`src/rtl/ddrws_pkg.sv`:
```
package ddrws_pkg;

    // Burst geometry: beats per burst and beats carried by one clock cycle
    localparam int BURST_BEATS   = 4;
    localparam int BEATS_PER_CLK = 2;
    localparam int DATA_SLOTS    = BURST_BEATS / BEATS_PER_CLK;
    // Role timeline: slot 0 preamble, slots 1..DATA_SLOTS data, last postamble
    localparam int SLOTS         = DATA_SLOTS + 2;

    // Per-half-cycle strobe drive; bit 0 is the first half of the cycle
    typedef struct packed {
        logic [BEATS_PER_CLK-1:0] oe;
        logic [BEATS_PER_CLK-1:0] lvl;
    } strobe_t;

    // Strobe shape for a cycle given every burst role that lands on it.
    // Data beats take priority, then the preamble, then the postamble.
    function automatic strobe_t strobe_for(input logic [SLOTS-1:0] roles);
        strobe_t s;
        if (|roles[SLOTS-2:1]) begin
            s.oe  = 2'b11;
            s.lvl = 2'b01;
        end else if (roles[0]) begin
            s.oe  = 2'b11;
            s.lvl = 2'b00;
        end else if (roles[SLOTS-1]) begin
            s.oe  = 2'b01;
            s.lvl = 2'b00;
        end else begin
            s.oe  = 2'b00;
            s.lvl = 2'b00;
        end
        return s;
    endfunction

endpackage

```
`src/rtl/ddrws_admit.sv`:
```
module ddrws_admit (
    input  logic clk,
    input  logic rst_n,
    input  logic cmd_valid,
    output logic cmd_ready,
    output logic take
);

    typedef struct packed {
        logic took;
    } adm_t;

    adm_t adm_d, adm_q;

    // A burst needs two clocks of data; refuse the cycle right after a take
    assign cmd_ready = ~adm_q.took;
    assign take      = cmd_valid & cmd_ready;

    always_comb begin
        adm_d      = adm_q;
        adm_d.took = take;
    end

    always_ff @(posedge clk or negedge rst_n) begin
        if (!rst_n) adm_q <= '0;
        else        adm_q <= adm_d;
    end

endmodule

```
`src/rtl/ddrws_launch_delay.sv`:
```
module ddrws_launch_delay #(
    parameter int PAY_W = 68,
    parameter int DEPTH = 1
) (
    input  logic             clk,
    input  logic             rst_n,
    input  logic             in_vld,
    input  logic [PAY_W-1:0] in_pay,
    output logic             out_vld,
    output logic [PAY_W-1:0] out_pay
);

    typedef struct packed {
        logic             vld;
        logic [PAY_W-1:0] pay;
    } stage_t;

    stage_t [DEPTH-1:0] pipe_d, pipe_q;

    always_comb begin
        pipe_d[0].vld = in_vld;
        pipe_d[0].pay = in_pay;
        for (int i = 1; i < DEPTH; i++) begin
            pipe_d[i] = pipe_q[i-1];
        end
    end

    always_ff @(posedge clk or negedge rst_n) begin
        if (!rst_n) pipe_q <= '0;
        else        pipe_q <= pipe_d;
    end

    assign out_vld = pipe_q[DEPTH-1].vld;
    assign out_pay = pipe_q[DEPTH-1].pay;

endmodule

```
`src/rtl/ddrws_timeline.sv`:
```
module ddrws_timeline
    import ddrws_pkg::*;
#(
    parameter int DQ_W = 16
) (
    input  logic                           clk,
    input  logic                           rst_n,
    input  logic                           start,
    input  logic [BURST_BEATS*DQ_W-1:0]    start_dq,
    input  logic [BURST_BEATS-1:0]         start_dm,
    output logic [SLOTS-1:0]               roles_nxt,
    output logic [BEATS_PER_CLK*DQ_W-1:0]  beats_nxt,
    output logic [BEATS_PER_CLK-1:0]       dm_nxt
);

    localparam int BURST_W = BURST_BEATS * DQ_W;
    localparam int PAIR_W  = BEATS_PER_CLK * DQ_W;

    // hist holds the roles of the current cycle except the postamble slot,
    // which only ever shifts out
    typedef struct packed {
        logic [SLOTS-2:0]       hist;
        logic [BURST_W-1:0]     dq;
        logic [BURST_BEATS-1:0] dm;
    } tl_t;

    tl_t st_d, st_q;

    always_comb begin
        st_d      = st_q;
        roles_nxt = {st_q.hist, start};
        st_d.hist = roles_nxt[SLOTS-2:0];
        if (start) begin
            st_d.dq = start_dq;
            st_d.dm = start_dm;
        end
        // Beats for next cycle come from the stored burst; a new burst
        // arriving now is only written at this edge, so the old one is read
        beats_nxt = '0;
        dm_nxt    = '0;
        for (int s = 0; s < DATA_SLOTS; s++) begin
            if (roles_nxt[s+1]) begin
                beats_nxt = st_q.dq[s*PAIR_W +: PAIR_W];
                dm_nxt    = st_q.dm[s*BEATS_PER_CLK +: BEATS_PER_CLK];
            end
        end
    end

    always_ff @(posedge clk or negedge rst_n) begin
        if (!rst_n) st_q <= '0;
        else        st_q <= st_d;
    end

endmodule

```
`src/rtl/ddrws_pin_stage.sv`:
```
module ddrws_pin_stage
    import ddrws_pkg::*;
#(
    parameter int DQ_W = 16
) (
    input  logic                          clk,
    input  logic                          rst_n,
    input  logic [SLOTS-1:0]              roles_nxt,
    input  logic [BEATS_PER_CLK*DQ_W-1:0] beats_nxt,
    input  logic [BEATS_PER_CLK-1:0]      dm_nxt,
    output logic [BEATS_PER_CLK-1:0]      dqs_oe,
    output logic [BEATS_PER_CLK-1:0]      dqs_o,
    output logic [BEATS_PER_CLK-1:0]      dq_oe,
    output logic [BEATS_PER_CLK*DQ_W-1:0] dq_o,
    output logic [BEATS_PER_CLK-1:0]      dm_o,
    output logic                          dq_qshift
);

    localparam int PAIR_W = BEATS_PER_CLK * DQ_W;

    typedef struct packed {
        strobe_t                  stb;
        logic [BEATS_PER_CLK-1:0] dq_en;
        logic [PAIR_W-1:0]        dq;
        logic [BEATS_PER_CLK-1:0] dm;
        logic                     qshift;
    } pin_t;

    pin_t pin_d, pin_q;
    logic any_data;

    always_comb begin
        any_data     = |roles_nxt[SLOTS-2:1];
        pin_d.stb    = strobe_for(roles_nxt);
        pin_d.dq_en  = {BEATS_PER_CLK{any_data}};
        pin_d.dq     = beats_nxt;
        pin_d.dm     = dm_nxt;
        pin_d.qshift = any_data;
    end

    always_ff @(posedge clk or negedge rst_n) begin
        if (!rst_n) pin_q <= '0;
        else        pin_q <= pin_d;
    end

    assign dqs_oe    = pin_q.stb.oe;
    assign dqs_o     = pin_q.stb.lvl;
    assign dq_oe     = pin_q.dq_en;
    assign dq_o      = pin_q.dq;
    assign dm_o      = pin_q.dm;
    assign dq_qshift = pin_q.qshift;

endmodule

```
`src/rtl/ddr_wstrobe_seq.sv`:
```
module ddr_wstrobe_seq
    import ddrws_pkg::*;
#(
    parameter int DQ_W   = 16,
    parameter int WR_LAT = 2
) (
    input  logic                          clk,
    input  logic                          rst_n,
    input  logic                          cmd_valid,
    output logic                          cmd_ready,
    input  logic [BURST_BEATS*DQ_W-1:0]   cmd_data,
    input  logic [BURST_BEATS-1:0]        cmd_mask,
    output logic [BEATS_PER_CLK-1:0]      dqs_oe,
    output logic [BEATS_PER_CLK-1:0]      dqs_o,
    output logic [BEATS_PER_CLK-1:0]      dq_oe,
    output logic [BEATS_PER_CLK*DQ_W-1:0] dq_o,
    output logic [BEATS_PER_CLK-1:0]      dm_o,
    output logic                          dq_qshift
);

    localparam int BURST_W      = BURST_BEATS * DQ_W;
    localparam int PAY_W        = BURST_W + BURST_BEATS;
    localparam int LAUNCH_DEPTH = WR_LAT - 1;
    localparam int PAIR_W       = BEATS_PER_CLK * DQ_W;

    logic                     take;
    logic                     go;
    logic [PAY_W-1:0]         go_pay;
    logic [SLOTS-1:0]         roles_nxt;
    logic [PAIR_W-1:0]        beats_nxt;
    logic [BEATS_PER_CLK-1:0] dm_nxt;

    ddrws_admit u_admit (
        .clk       (clk),
        .rst_n     (rst_n),
        .cmd_valid (cmd_valid),
        .cmd_ready (cmd_ready),
        .take      (take)
    );

    // Latency beyond the one preamble clock is a payload delay line
    generate
        if (LAUNCH_DEPTH > 0) begin : g_delay
            ddrws_launch_delay #(
                .PAY_W (PAY_W),
                .DEPTH (LAUNCH_DEPTH)
            ) u_delay (
                .clk     (clk),
                .rst_n   (rst_n),
                .in_vld  (take),
                .in_pay  ({cmd_mask, cmd_data}),
                .out_vld (go),
                .out_pay (go_pay)
            );
        end else begin : g_direct
            assign go     = take;
            assign go_pay = {cmd_mask, cmd_data};
        end
    endgenerate

    ddrws_timeline #(
        .DQ_W (DQ_W)
    ) u_timeline (
        .clk       (clk),
        .rst_n     (rst_n),
        .start     (go),
        .start_dq  (go_pay[BURST_W-1:0]),
        .start_dm  (go_pay[PAY_W-1:BURST_W]),
        .roles_nxt (roles_nxt),
        .beats_nxt (beats_nxt),
        .dm_nxt    (dm_nxt)
    );

    ddrws_pin_stage #(
        .DQ_W (DQ_W)
    ) u_pins (
        .clk       (clk),
        .rst_n     (rst_n),
        .roles_nxt (roles_nxt),
        .beats_nxt (beats_nxt),
        .dm_nxt    (dm_nxt),
        .dqs_oe    (dqs_oe),
        .dqs_o     (dqs_o),
        .dq_oe     (dq_oe),
        .dq_o      (dq_o),
        .dm_o      (dm_o),
        .dq_qshift (dq_qshift)
    );

endmodule

```
`config.mk`:
```
export PLATFORM = sky130hd
export DESIGN_NAME = ddr_wstrobe_seq
export DESIGN_NICKNAME = d
export VERILOG_FILES = /design/src/rtl/ddrws_pkg.sv /design/src/rtl/ddrws_admit.sv /design/src/rtl/ddrws_launch_delay.sv /design/src/rtl/ddrws_timeline.sv /design/src/rtl/ddrws_pin_stage.sv /design/src/rtl/ddr_wstrobe_seq.sv
export SDC_FILE = /design/constraint.sdc
export NUM_CORES = 1
export LEC_CHECK = 0
export BUFFER_PORTS_ARGS = -buffer_cell sky130_fd_sc_hd__buf_2
export CAP_MARGIN = 20
export CORE_MARGIN = 2
export CORE_UTILIZATION = 40
export DETAILED_ROUTE_END_ITERATION = 8
export GPL_TIMING_DRIVEN = 0
export PLACE_DENSITY = 0.67
export SETUP_SLACK_MARGIN = 0.4
export SLEW_MARGIN = 20
export SYNTH_ARGS = -nofsm -noshare
export SYNTH_HDL_FRONTEND = slang
export SYNTH_SLANG_ARGS = --single-unit
```
`constraint.sdc`:
```
create_clock -name clk -period 1.16 [get_ports clk]
set_input_delay 0.058 -clock clk [delete_from_list [all_inputs] [get_ports clk]]
set_output_delay 0.058 -clock clk [all_outputs]
set_load 0.01 [all_outputs]
```
=== Word level (Yosys, flattened, before mapping) ===
Cells that the tools add are included.

* Memory bits (read-only): 0
* Bits in latches: 0
* Memories kept: 0
* Bits in writable memories: 0
* Flip-flop bits (word level): 180

* Equality and inequality tests: 0
* Magnitude comparators: 0
* $add $sub $neg: 0
* Divide/modulo/power cells: 0
* Mux-type cells: 7
* Bitwise operators: 2
* Shifts and indexed selects: 0
* Reduce and logical (&&, ||, !) cells: 1
* Multipliers: 0

{| class="wikitable"
|+ Operator list
! operator !! count
|-
| 32-bit two-way mux || 2
|-
| 4-bit two-way mux || 2
|-
| 2-bit two-way mux || 2
|-
| 3-bit two-way mux || 1
|-
| 2-bit OR reduction || 1
|-
| 1-bit AND || 1
|-
| 1-bit NOT || 1
|}

=== Depth between registers and ports, before layout ===
* Word-level depth: 3
* Mapped depth: 4
* Gate-level depth less buffers: 2

=== Modules after synthesis ===
Synthesis repeated with hierarchy kept, for this count alone.

* Cell total of the unflattened synthesis: 315
* Area, all modules: 5831.8 um2

{| class="wikitable"
|+ Modules (own cells, without submodules)
! module !! area an instance (um2) !! cells each !! seq. area each (um2) !! instances
|-
| ddrws_timeline || 3089.2 || 198 || 1776.7 || 1
|-
| ddrws_launch_delay || 1726.7 || 69 || 1726.7 || 1
|-
| ddrws_pin_stage || 980.9 || 45 || 925.9 || 1
|-
| ddrws_admit || 35.0 || 3 || 25.0 || 1
|}

=== Worst setup path after synthesis ===
No wires, ideal clock.

* Path type: reg2reg
* Start: reg u_timeline.st_q, in the netlist u_timeline.roles_nxt[2]
* End: reg u_pins.pin_q, in the netlist u_pins.dqs_oe[0]
* Setup slack: -0.015 ns
* Arrival time: 1.051 ns
* Clock period less this slack: 1.175 ns
* Stages on the path, launching flop included: 4
* Library setup time: 0.124 ns
* Cells stage by stage: dfrtp_1 -> buf_6 -> or3_4 -> or2_1

{| class="wikitable"
|+ RTL lines
! element !! line !! text
|-
| start: declaration || ddrws_timeline.sv:27 || <nowiki>tl_t st_d, st_q;</nowiki>
|-
| start signal: assignment || ddrws_timeline.sv:51 || <nowiki>else st_q <= st_d;</nowiki>
|-
| end signal: assignment || ddrws_pin_stage.sv:43 || <nowiki>else pin_q <= pin_d;</nowiki>
|-
| end: declaration || ddrws_pin_stage.sv:29 || <nowiki>pin_t pin_d, pin_q;</nowiki>
|}

=== Worst setup path in the final report ===
* Start: reg u_timeline.st_q, in the netlist u_timeline.roles_nxt[1]
* End: reg u_pins.pin_q, in the netlist u_pins.dq_o[5]

* Word-level cells in the longest chain between the ends: 2

{| class="wikitable"
|+ RTL lines
! element !! line !! text
|-
| 32-bit two-way mux (2 in a row) || ddrws_timeline.sv:42 || <nowiki>if (roles_nxt[s+1]) begin</nowiki>
|-
| net beats_nxt[5] || ddr_wstrobe_seq.sv:30 || <nowiki>logic [PAIR_W-1:0] beats_nxt;</nowiki>
|}

The timed path passes the listed nets, and every way through them passes these cells.
A chain may end at the register's enable or synchronous reset.

==> metrics.csv <==
metric;value;unit
cts_tree;built;
grt_pass1_vias;3401;
grt_max_degree;92;
synth.area.top_cells;dfrtp_1, mux2_2, a22o_1;
yosysSeqAreaShare;78.34;%
routed_wl;11580;um
drv_slew;0;
critical_path_class;reg -> reg;
setup_violations;91;
io_buffers;111;
seqCellArea;0.004431;mm2
htree_num_levels;4;
drc;0;
final_util;61.41;%
syn2layout_area_growth;50.17;%
violations;hold timing, setup timing;
grt_overflow;0;
cp.arrival;1.61;ns
dp_hpwl;6351;um
syn-num-nets;379;
antenna_cells;0;
p_leak;4.037;nW
firstDrtPassIters;4;
ant_nets;0;
cts_buffers;17;
die-area;0.01510;mm2
grt_setup_unrepaired;yes;
nFillCells;993;
dpl.cell_count;600;
maxCapViolations;0;
layout_min_cycle_time;1.286;ns
synthCells;308;
yosysTopAreaCellShare;78.34;%
layout_commonest_cell;dfrtp_1;
setup_ws;-0.1264;ns
worstPathMaxFanout;7;
final_net_count;602;
cts_buffer_depth;2;
avgSynthCellArea;18.36;um2
setup_tns;-4.407;ns
clock_skew;0.005672;ns
pin_count;113;
worstPathRequired;1.48;ns
vias;3296;
worstSkewPairLatency;0.42;ns
die_x;122.9;um
netlist_area;0.005654;mm2
drive_gt1_share;47.43;%
ys_ff_latch;177;
worst_slew_pin_slew;0.6377;ns
routedWlPerCell;16.00;um
grt_pass1_wl;17220;um
multi_input_area;0.001241;mm2
hold_slack;-0.3896;ns
ir_drop;1.087;mV
rows;43;
viasPerCell;4.552;
dr.first_iter.drc_count;160;
hold_class;in -> async;
synth_top_area_cell;dfrtp_1;
coreArea;0.01383;mm2
status;finished, violations left;
critPathCaptureType;flop;
routabilityCongestion;0.7205;
track_usage;15.85;%
clkSinkCount;177;
power_density;1751;mW/mm2
antenna_found_initial;0;
initial_core_util;40.89;%
period_share;110.9;%
slew_headroom;57.49;%
start_kind;flop;
holdBufCountCts;69;
fp.dieH;122.9;um
synth_cell_types;16;
clock.fmax;0.7774;GHz
cts_root_buf;clkbuf_16;
hold_viol_final;86;
ys_warn_count;0;
clk_pin_slew;0.07;ns
instances_no_fill;724;
dpl_worst_slack;-0.2196;ns
final_cell_mix;dfrtp_1, buf_2, dlygate4sd3_1;
## area by class of cell
type / count / area share (%)
buffer: 20 / 3.316
sequential: 177 / 52.18
tap: 180 / 2.653
inverter: 1 / 0.1032
clock buffer: 24 / 5.791
multi-input combinational: 110 / 14.62
clock inverter: 8 / 1.488
timing repair buffer: 204 / 19.85
## what timing repair did
item,4_1_cts,5_1_grt
buffers inserted,9,7
cloned,3,4
endpoints found under the hold margin,155,86
pin swaps,1,1
gates resized for setup,37,59
endpoints found under the setup margin,147,147
## cell usage after synthesis (all sizes together)
library cell and count:
inv 1, dfrtp 177, clkbuf 3, and2b 1
o21ai 1, a22o 33, buf 17, nor2b 1
or3 1, nand2 2, mux2 68, conb 1
or2 2
## cell families after synthesis
family	Yosys count	synth area share (%)
AO/OA/AOI/OAI	34	5.200
buffers and inverters	21	2.058
flip-flops	177	78.34
multiplexers	68	13.54
other	1	0.06632
AND/OR/NAND/NOR	7	0.7969
## stage by stage
step / hold slack (ns) / instance area, um2 / power, mW
final: -0.3896 / 8491 / 14.87
after global routing: -0.3390 / 8491 / 15.50
after CTS: -0.3601 / 8129 / 14.76
after detailed placement: 0.09286 / 6516 / 8.513
after global placement: 0.1665 / 6479 / 8.429
after floorplan: -0.2376 / 5698 / 7.869
## report_power, final
group	switching, mW	leakage, nW	total (mW)	internal (mW)
sequential	0.291	2.11	7.11	6.82
combinational	0.701	1.64	1.89	1.19
clock	2.25	0.293	5.87	3.62
## state kept, by name (all words and copies together), names as in the netlist
name / count
u_pins.dq_o: 32
g_delay.u_delay.out_pay: 68
u_admit.adm_q: 1
u_timeline.roles_nxt: 3
u_pins.dm_o: 2
u_timeline.st_q: 68
u_pins.dqs_oe: 2
u_pins.dqs_o: 1
## critical path: stages (launching register included)
cell and delay, ns:
dfrtp_1 0.40, and2b_1 0.19, buf_8 0.16, buf_12 0.13, buf_16 0.12, a22o_1 0.18
## worst paths after layout
| check | start | to | slack [ns] | cells past startpoint |
|---|---|---|---|---|
| hold reg to reg | u_admit.adm_q$_DFF_PN0_ | u_timeline.roles_nxt[1]$_DFF_PN0_ | 0.40 | 0 |
| setup reg to reg | u_timeline.roles_nxt[1]$_DFF_PN0_ | u_pins.dq_o[5]$_DFF_PN0_ | -0.13 | 5 |
| setup / recovery | u_timeline.roles_nxt[1]$_DFF_PN0_ | u_pins.dq_o[5]$_DFF_PN0_ | -0.13 | 5 |
| hold / removal | rst_n | u_pins.dq_o[29]$_DFF_PN0_ | -0.39 | 1 |
| min in group clk | cmd_data[41] | g_delay.u_delay.out_pay[41]$_DFF_PN0_ | 0.26 | 2 |
| max in group asynchronous | rst_n | u_timeline.st_q[46]$_DFFE_PN0P_ | 0.72 | 2 |
## routing by layer
metal | global-route usage, % | wire length [um] | vias up
met2 | 24.72 | 5802 | 78
met5 | 0 | 0 | -
met1 | 20.47 | 5118 | 1693
met3 | 5.581 | 475 | 14
li1 | - | - | 1511
met4 | 6.034 | 187 | 0
(Power assumes the default switching activity.)
